--- config.mk ---
export PLATFORM = sky130hd
export DESIGN_NAME = mash_recomb_top
export DESIGN_NICKNAME = d
export VERILOG_FILES = /design/src/rtl/mash_pkg.sv /design/src/rtl/mash_cfg.sv /design/src/rtl/mash_route.sv /design/src/rtl/mash_recomb.sv /design/src/rtl/mash_recomb_top.sv
export SDC_FILE = /design/constraint.sdc
export NUM_CORES = 1
export LEC_CHECK = 0
export BUFFER_PORTS_ARGS = -buffer_cell sky130_fd_sc_hd__clkbuf_2
export CAP_MARGIN = 20
export CORE_ASPECT_RATIO = 1.25
export CORE_MARGIN = 1
export CORE_UTILIZATION = 40
export DETAILED_ROUTE_END_ITERATION = 7
export PLACE_DENSITY_LB_ADDON = 0.25
export SLEW_MARGIN = 20
export SYNTH_ARGS = -nofsm -noshare
export SYNTH_HDL_FRONTEND = slang
export SYNTH_HIERARCHICAL = 1
export SYNTH_SLANG_ARGS = --single-unit
export TNS_END_PERCENT = 30
--- constraint.sdc ---
create_clock -name clk_i -period 5 [get_ports clk_i]
set_clock_uncertainty 0.05 [all_clocks]
set_input_delay 0.5 -clock clk_i [delete_from_list [all_inputs] [get_ports clk_i]]
set_output_delay 0.5 -clock clk_i [all_outputs]
set_load 0.02 [all_outputs]
--- src/rtl/mash_pkg.sv ---
package mash_pkg;

  localparam int WORD_W = 8;

  typedef struct packed {
    logic       ord4;
    logic [1:0] rate;
    logic       bw20;
    logic [1:0] bias;
  } mode_t;

  localparam mode_t MODE_LP = '{ord4: 1'b0, rate: 2'd0, bw20: 1'b0, bias: 2'd0};
  localparam mode_t MODE_ST = '{ord4: 1'b1, rate: 2'd1, bw20: 1'b1, bias: 2'd1};
  localparam mode_t MODE_HR = '{ord4: 1'b1, rate: 2'd2, bw20: 1'b1, bias: 2'd2};

  typedef enum logic [1:0] {
    SEL_CUSTOM = 2'd0,
    SEL_LP     = 2'd1,
    SEL_ST     = 2'd2,
    SEL_HR     = 2'd3
  } preset_e;

  function automatic logic word_ok(input logic [WORD_W-1:0] w);
    return (w[7:6] != SEL_CUSTOM) || ((w[2:1] != 2'd3) && (w[5:4] != 2'd3));
  endfunction

  function automatic mode_t word_decode(input logic [WORD_W-1:0] w);
    mode_t m;
    unique case (preset_e'(w[7:6]))
      SEL_LP:  m = MODE_LP;
      SEL_ST:  m = MODE_ST;
      SEL_HR:  m = MODE_HR;
      default: m = '{ord4: w[0], rate: w[2:1], bw20: w[3], bias: w[5:4]};
    endcase
    return m;
  endfunction

endpackage

--- src/rtl/mash_cfg.sv ---
module mash_cfg
  import mash_pkg::*;
(
  input  logic              clk_i,
  input  logic              rst_ni,
  input  logic              we_i,
  input  logic [WORD_W-1:0] wdata_i,
  input  logic              smp_i,
  output mode_t             mode_o,
  output logic              apply_o
);

  mode_t pend_q, act_q;
  logic  pend_v_q;
  logic  wr_ok;

  assign wr_ok   = we_i & word_ok(wdata_i);
  assign apply_o = smp_i & pend_v_q & (pend_q != act_q);
  assign mode_o  = act_q;

  always_ff @(posedge clk_i or negedge rst_ni) begin
    if (!rst_ni) begin
      act_q    <= MODE_ST;
      pend_q   <= MODE_ST;
      pend_v_q <= 1'b0;
    end else begin
      if (smp_i && pend_v_q) begin
        act_q    <= pend_q;
        pend_v_q <= 1'b0;
      end
      if (wr_ok) begin
        pend_q   <= word_decode(wdata_i);
        pend_v_q <= 1'b1;
      end
    end
  end


  act_hold_chk: assert property (@(posedge clk_i) disable iff (!rst_ni)
    !smp_i |=> $stable(act_q));


  bad_word_chk: assert property (@(posedge clk_i) disable iff (!rst_ni)
    (we_i && !word_ok(wdata_i) && !smp_i) |=> ($stable(pend_q) && $stable(pend_v_q)));

endmodule

--- src/rtl/mash_route.sv ---
module mash_route
  import mash_pkg::*;
(
  input  mode_t      mode_i,
  output logic       s1_en_o,
  output logic       s2_en_o,
  output logic       in_to_s1_o,
  output logic       s1_to_s2_o,
  output logic       in_to_s2_o,
  output logic [1:0] rate_o,
  output logic       bw_o,
  output logic [1:0] bias_o
);

  always_comb begin
    s2_en_o    = 1'b1;
    s1_en_o    = mode_i.ord4;
    in_to_s1_o = mode_i.ord4;
    s1_to_s2_o = mode_i.ord4;
    in_to_s2_o = ~mode_i.ord4;
    rate_o     = mode_i.rate;
    bw_o       = mode_i.bw20;
    bias_o     = mode_i.bias;
  end

endmodule

--- src/rtl/mash_recomb.sv ---
module mash_recomb #(
  parameter int OUT_W  = 4,
  parameter int SETTLE = 3
) (
  input  logic                    clk_i,
  input  logic                    rst_ni,
  input  logic                    smp_i,
  input  logic                    apply_i,
  input  logic                    ord4_i,
  input  logic                    b1_i,
  input  logic                    b2_i,
  output logic signed [OUT_W-1:0] out_o,
  output logic                    vld_o
);

  localparam int CNT_W = $clog2(SETTLE + 1);
  localparam logic signed [OUT_W-1:0] POS  = OUT_W'(1);
  localparam logic signed [OUT_W-1:0] NEG  = -POS;
  localparam logic signed [OUT_W-1:0] MAXV = OUT_W'(5);

  logic signed [OUT_W-1:0] y1, y2, sum4;
  logic signed [OUT_W-1:0] y1_d1, y1_d2, y2_d1, y2_d2;
  logic [CNT_W-1:0]        cnt_q;

  assign y1   = b1_i ? POS : NEG;
  assign y2   = b2_i ? POS : NEG;
  // z^-2 y1 + (1 - z^-1)^2 y2
  assign sum4 = y1_d2 + y2 - (y2_d1 <<< 1) + y2_d2;

  always_ff @(posedge clk_i or negedge rst_ni) begin
    if (!rst_ni) begin
      y1_d1 <= '0;
      y1_d2 <= '0;
      y2_d1 <= '0;
      y2_d2 <= '0;
      out_o <= '0;
      vld_o <= 1'b0;
      cnt_q <= CNT_W'(SETTLE);
    end else if (apply_i) begin
      y1_d1 <= '0;
      y1_d2 <= '0;
      y2_d1 <= '0;
      y2_d2 <= '0;
      out_o <= '0;
      vld_o <= 1'b0;
      cnt_q <= CNT_W'(SETTLE);
    end else if (smp_i) begin
      y1_d1 <= y1;
      y1_d2 <= y1_d1;
      y2_d1 <= y2;
      y2_d2 <= y2_d1;
      out_o <= ord4_i ? sum4 : y2;
      vld_o <= (cnt_q == '0);
      if (cnt_q != '0) cnt_q <= cnt_q - 1'b1;
    end
  end


  out_range_chk: assert property (@(posedge clk_i) disable iff (!rst_ni)
    (out_o <= MAXV) && (out_o >= -MAXV));


  bypass_mag_chk: assert property (@(posedge clk_i) disable iff (!rst_ni)
    (vld_o && !ord4_i) |-> ((out_o == POS) || (out_o == NEG)));


  change_clear_chk: assert property (@(posedge clk_i) disable iff (!rst_ni)
    apply_i |=> (!vld_o && (out_o == '0)));


  out_hold_chk: assert property (@(posedge clk_i) disable iff (!rst_ni)
    !smp_i |=> ($stable(out_o) && $stable(vld_o)));

endmodule

--- src/rtl/mash_recomb_top.sv ---
module mash_recomb_top
  import mash_pkg::*;
#(
  parameter int OUT_W  = 4,
  parameter int SETTLE = 3
) (
  input  logic                    clk_i,
  input  logic                    rst_ni,
  input  logic                    cfg_we_i,
  input  logic [7:0]              cfg_wdata_i,
  input  logic                    smp_i,
  input  logic                    s1_bit_i,
  input  logic                    s2_bit_i,
  output logic                    s1_en_o,
  output logic                    s2_en_o,
  output logic                    in_to_s1_o,
  output logic                    s1_to_s2_o,
  output logic                    in_to_s2_o,
  output logic [1:0]              rate_sel_o,
  output logic                    bw_sel_o,
  output logic [1:0]              bias_sel_o,
  output logic signed [OUT_W-1:0] dout_o,
  output logic                    dout_vld_o
);

  mode_t mode;
  logic  apply;

  mash_cfg u_cfg (
    .clk_i   (clk_i),
    .rst_ni  (rst_ni),
    .we_i    (cfg_we_i),
    .wdata_i (cfg_wdata_i),
    .smp_i   (smp_i),
    .mode_o  (mode),
    .apply_o (apply)
  );

  mash_route u_route (
    .mode_i     (mode),
    .s1_en_o    (s1_en_o),
    .s2_en_o    (s2_en_o),
    .in_to_s1_o (in_to_s1_o),
    .s1_to_s2_o (s1_to_s2_o),
    .in_to_s2_o (in_to_s2_o),
    .rate_o     (rate_sel_o),
    .bw_o       (bw_sel_o),
    .bias_o     (bias_sel_o)
  );

  mash_recomb #(.OUT_W(OUT_W), .SETTLE(SETTLE)) u_recomb (
    .clk_i   (clk_i),
    .rst_ni  (rst_ni),
    .smp_i   (smp_i),
    .apply_i (apply),
    .ord4_i  (mode.ord4),
    .b1_i    (s1_bit_i),
    .b2_i    (s2_bit_i),
    .out_o   (dout_o),
    .vld_o   (dout_vld_o)
  );


  ord4_route_chk: assert property (@(posedge clk_i) disable iff (!rst_ni)
    s1_en_o |-> (s2_en_o && in_to_s1_o && s1_to_s2_o && !in_to_s2_o));


  ord2_route_chk: assert property (@(posedge clk_i) disable iff (!rst_ni)
    !s1_en_o |-> (s2_en_o && in_to_s2_o && !in_to_s1_o && !s1_to_s2_o));

endmodule

# Word level (Yosys, flattened, before mapping)

Index checks and enable logic that the tools add are counted.

Bits of input ports: 14
Register bits: 36

Muxes and demuxes: 21
$add $sub $neg: 4
Eq/ne operators: 6
Reduce and logical (&&, ||, !) cells: 10
Bitwise gates (word level): 4

Operator list:

| operator              | count |
|---|---|
| $mux W4               | 13 |
| $pmux W6 S3           | 1 |
| $reduce_bool A2 Y1    | 5 |
| $add A4 B4 Y4         | 2 |
| $mux W2               | 3 |
| $ne A6 B6 Y1          | 1 |
| $eq A2 B2 Y1 const B  | 2 |
| $mux W1               | 4 |
| $ne A2 B2 Y1 const B  | 2 |
| $sub A4 B4 Y4         | 1 |
| $and A1 B1 Y1         | 3 |
| $eq A2 B1 Y1 const B  | 1 |
| $logic_and A1 B1 Y1   | 2 |
| $logic_not A2 Y1      | 1 |
| $reduce_and A2 Y1     | 1 |
| $sub A2 B1 Y2 const B | 1 |
| $logic_or A1 B1 Y1    | 1 |
| $not A1 Y1            | 1 |

# Logic depth before layout (Yosys ltp)

Word-level depth: 7
Depth in mapped cells: 9

# By module

The synthesis kept the hierarchy.

Modules (own cells, without submodules):

| module      | times used | sequential area each (um^2) | area an instance (um^2) | cells an instance |
|---|---|---|---|---|
| mash_recomb | 1          | 302.8                       | 735.7                   | 67 |
| mash_cfg    | 1          | 335.3                       | 629.4                   | 59 |
| mash_route  | 1          | 0.0                         | 75.1                    | 11 |

# Least setup slack after synthesis

No wires, ideal clock.

Path kind: input to register
Start: input s2_bit_i
End: register u_recomb.out_o[3]
Library setup time: 0.092 ns
Path slack: 2.348 ns
Stages: 6
Arrival time: 2.510 ns
Buffers on the path: 0
Path through: fa_1 -> fa_1 -> fa_1 -> xnor2_4 -> xnor2_1 -> o31ai_2

Longest elaborated chain between the ends: 7

Ends and longest elaborated chain:

| item                 | line                  | source |
|---|---|---|
| from (decl)          | mash_recomb_top.sv:13 | `input logic s2_bit_i,` |
| $mux W4 *            | mash_recomb.sv:26     | `assign y2 = b2_i ? POS : NEG;` |
| $add A4 B4 Y4        | mash_recomb.sv:28     | `assign sum4 = y1_d2 + y2 - (y2_d1 <<< 1) + y2_d2;` |
| $sub A4 B4 Y4        | mash_recomb.sv:28     |  |
| $add A4 B4 Y4        | mash_recomb.sv:28     |  |
| $mux W4 *            | mash_recomb.sv:52     | `out_o <= ord4_i ? sum4 : y2;` |
| $mux W4 *            | mash_recomb.sv:47     | `end else if (smp_i) begin` |
| $mux W4 *            | mash_recomb.sv:39     | `end else if (apply_i) begin` |
| to (signal assigned) | mash_recomb.sv:52     |  |
| to (decl)            | mash_recomb.sv:12     | `output logic signed [OUT_W-1:0] out_o,` |

Mark *: on every way between the ends. The rest lies on a longest branch, timed or not. The select of a mux whose other input is x is not followed.
A chain may end at the register's enable or synchronous reset.

# Final worst setup path

Start: register u_recomb.y1_d2[2]
End: register u_recomb.out_o[3]

Longest elaborated chain between the ends: 6

Ends and longest elaborated chain:

| item                   | line              | source |
|---|---|---|
| from (decl)            | mash_recomb.sv:22 | `logic signed [OUT_W-1:0] y1_d1, y1_d2, y2_d1, y2_d2;` |
| from (signal assigned) | mash_recomb.sv:49 | `y1_d2 <= y1_d1;` |
| $add A4 B4 Y4          | mash_recomb.sv:28 |  |
| $sub A4 B4 Y4          | mash_recomb.sv:28 |  |
| $add A4 B4 Y4          | mash_recomb.sv:28 |  |
| $mux W4                | mash_recomb.sv:52 |  |
| $mux W4                | mash_recomb.sv:47 |  |
| $mux W4                | mash_recomb.sv:39 |  |

Every way passes these cells. The select of a mux whose other input is x is not followed.

==> run summary <==
Combinational share of power = 36.6%
Critical path type = reg2reg
Sw power = 0.000217 W
Post-layout min period = 2670 ps
Slew HR = 58.3%
Power per cell area = 399 nW/um^2
Largest stage delay on the critical path = 580 ps
Setup TNS = 0 ps
Core box area = 3450 um^2
Fillers = 334
Switch share = 34.2%
Cells on worst reg2reg path = 7
Hold Vio Cnt, Final = 0
WP data arrival = 2800 ps
Fin worst setup slack = 2330 ps
Fin crit share = 53.4%
Worst-Margin Slew = 626 ps
Diodes inserted = 0
DP Worst Slack = 2090 ps
Synthesized Nets = 158
# IOs = 29
Via/cell ratio = 4.80
Die W = 55.7 um
Mapped Cells = 137
# resized after CTS = 0
Met1 Use GR = 17.9%
Maximum vdd drop = 166 uV
Area Growth Syn to Fin = 10.3%
RSZ-0062 raised after global routing = false
Yosys reg bits = 25
H-tree Lvls = 1
Avg Cell Area, Syn = 10.5 um^2
Clock Latency Late Sink = 260 ps
CP max-delay cell = fa_1
First-pass GRT wire length = 4.18 mm
Wirelength per Cell = 12.3 um
Routing usage on met2 = 22.4%
Vias = 936
GRT met3 Usage = 2.06%
Clock power frac = 18.5%
Sink Count = 25
Crit start category = flop
Largest cells by area after synthesis = dfrtp_1 (26%), dfstp_2 (18%), mux2i_1 (8.3%)
Crit path max fanout = 3
Synthesis warning total = 6
Largest net degree at the start of global routing = 26
Max Slew Vio Count = 0
Area of the mapped netlist = 1440 um^2
CP Data Required Time = 5130 ps
Seq/Total Area, Yosys = 44.3%
Total CTS buffers = 3
Drt drc = 0
Status = finished, final reports clean
CTS Root Cell = clkbuf_8
Layout Cells excl Fill = 195
Worst-path clk slew = 80 ps
Overflow after GRT = 0
Gr busiest metal = met2
Share of cells above drive strength 1 = 29.5%
# rows = 24
Number of global-route vias before repair = 916
Netlist cell types = 30
Die Ht = 69.1 um
Yosys top cell by area = dfrtp_1
HPWL Detailed = 1.87 mm
CTS Hold Bufs = 0
Antenna Nets Post-Route = 0
GRT Total Usage = 13.6%
Initial Utilization = 41.7%
Cell mode on critical path = fa_1
Initial antenna violation count = 0
Multi-input logic area = 647 um^2
Final Wtd Congestion = 0.740
Most common cell after layout, fill and taps aside = clkbuf_2
Synth top area share = 26.1%
Routed Wire Length = 2.39 mm
First drt pass iteration count = 4
Reg power frac = 44.9%
Max-Cap Viols = 0
Achievable Freq = 374 MHz
Dpl cells = 191
Setup Buffers After CTS = 0
Most frequent cells in the layout = clkbuf_2 (27), inv_1 (18), dfrtp_1 (15), mux2i_1 (12), nor2_1 (11)
DR iter-0 viols = 26
Hold crit path type = in2async
P_int = 0.000417 W
Leakage = 0.809 nW
Hold Slack = 186 ps
CTS tree = built
Final #Nets = 178
Port Buf Inserts = 27
Sequential cell area = 638 um^2
R2R setup slack = 2330 ps
Clk buf depth = 2
Endpoints failing setup = 0
Worst-path cell chain = inv_1, fa_1, fa_1, fa_1, xnor2_4, xnor2_1, o31ai_2
CP Capture Type = flop
Total Die Area = 3850 um^2
power groups by stage:
| stage | Combinational [W] | Sequential [W] | Clock, W |
|---|---|---|---|
| global placement | 0.000225 | 0.000287 | 0 |
| global route | 0.000256 | 0.000291 | 0.000132 |
| finish | 0.000232 | 0.000284 | 0.000117 |
| CTS | 0.000237 | 0.000286 | 0.000125 |
| floorplan | 0.000186 | 0.000292 | 0 |
| detailed placement | 0.000235 | 0.000290 | 0 |
cells in the mapped netlist:
library cell,count
o21ai_0,7
a31oi_1,1
inv_1,18
xnor3_1,1
nor2_1,11
a21boi_4,1
a21o_2,1
dfstp_2,10
and2_1,1
nor4b_1,1
mux2_2,1
xnor2_1,4
nor4_1,1
xor2_1,4
xnor2_4,1
nand3_1,2
buf_4,10
mux2i_1,12
o31ai_2,1
clkbuf_1,2
dfrtp_1,15
conb_1,1
a21oi_1,7
nand2_1,8
nand2b_1,6
a22o_1,1
a211o_1,1
ha_1,3
buf_2,1
fa_1,4
worst paths after layout:
| check | start | to |
|---|---|---|
| setup reg to reg | u_recomb/y1_d2[2] | u_recomb/out_o[3] |
| hold / removal | rst_ni | u_cfg/pend_q[1] |
| hold reg to reg | u_cfg/pend_v_q | u_cfg/pend_v_q |
| setup / recovery | u_recomb/y1_d2[2] | u_recomb/out_o[3] |
| max in group asynchronous | rst_ni | u_recomb/vld_o |
| min in group clk_i | u_cfg/pend_v_q | u_cfg/pend_v_q |
state kept, by name (all words and copies together), names as in the netlist:
signal / cells
u_recomb/cnt_q: 2
u_recomb/y1_d2: 2
u_recomb/y1_d1: 2
u_recomb/out_o: 3
u_recomb/vld_o: 1
u_cfg/pend_v_q: 1
u_cfg/mode_o: 6
u_cfg/pend_q: 6
u_recomb/y2_d2: 1
u_recomb/y2_d1: 1
layout make-up:
type	count	area share [%]
clock buffer	4	2.83
inverter	18	4.25
sequential	25	40.2
multi-input combinational	81	40.7
tap	39	3.07
timing repair buffer	28	8.98
metrics by stage:
step	area (um^2)	total power (W)	utilization, %
after detailed placement	1540	0.000525	44.7
after floorplan	1440	0.000478	-
after global placement	1540	0.000512	44.7
final	1590	0.000634	46.0
after global routing	1590	0.000679	46.0
after CTS	1590	0.000648	46.0
worst max-delay path, delay by kind of cell (launching register included):
| family | cells | cell delay [ps] |
|---|---|---|
| fa+ha+maj | 3 | 1580 |
| buf+inv | 1 | 80 |
| xor+xnor | 2 | 290 |
| flops | 1 | 390 |
| compound gates | 1 | 200 |
cell families (layout without fill, tap and decap cells):
family	Yosys count	count (layout)	synth area share, %
AO/OA/AOI/OAI	20	20	9.30
other	1	1	0.260
AND/OR/NAND/NOR	30	30	9.73
adder cells (fa/ha/maj)	7	7	8.17
flip-flops	25	25	44.3
multiplexers	13	13	9.12
buffers and inverters	31	50	10.8
XOR/XNOR	10	10	8.34
per-layer routing:
layer	part of all wire [%]	vias to the layer above	wire (um)
met4	1.3	0	30
met5	0	-	0
met2	53	21	1270
li1	-	466	-
met3	3.3	4	79
met1	42	445	1010
Note: power is estimated with default switching activity, not from simulation.
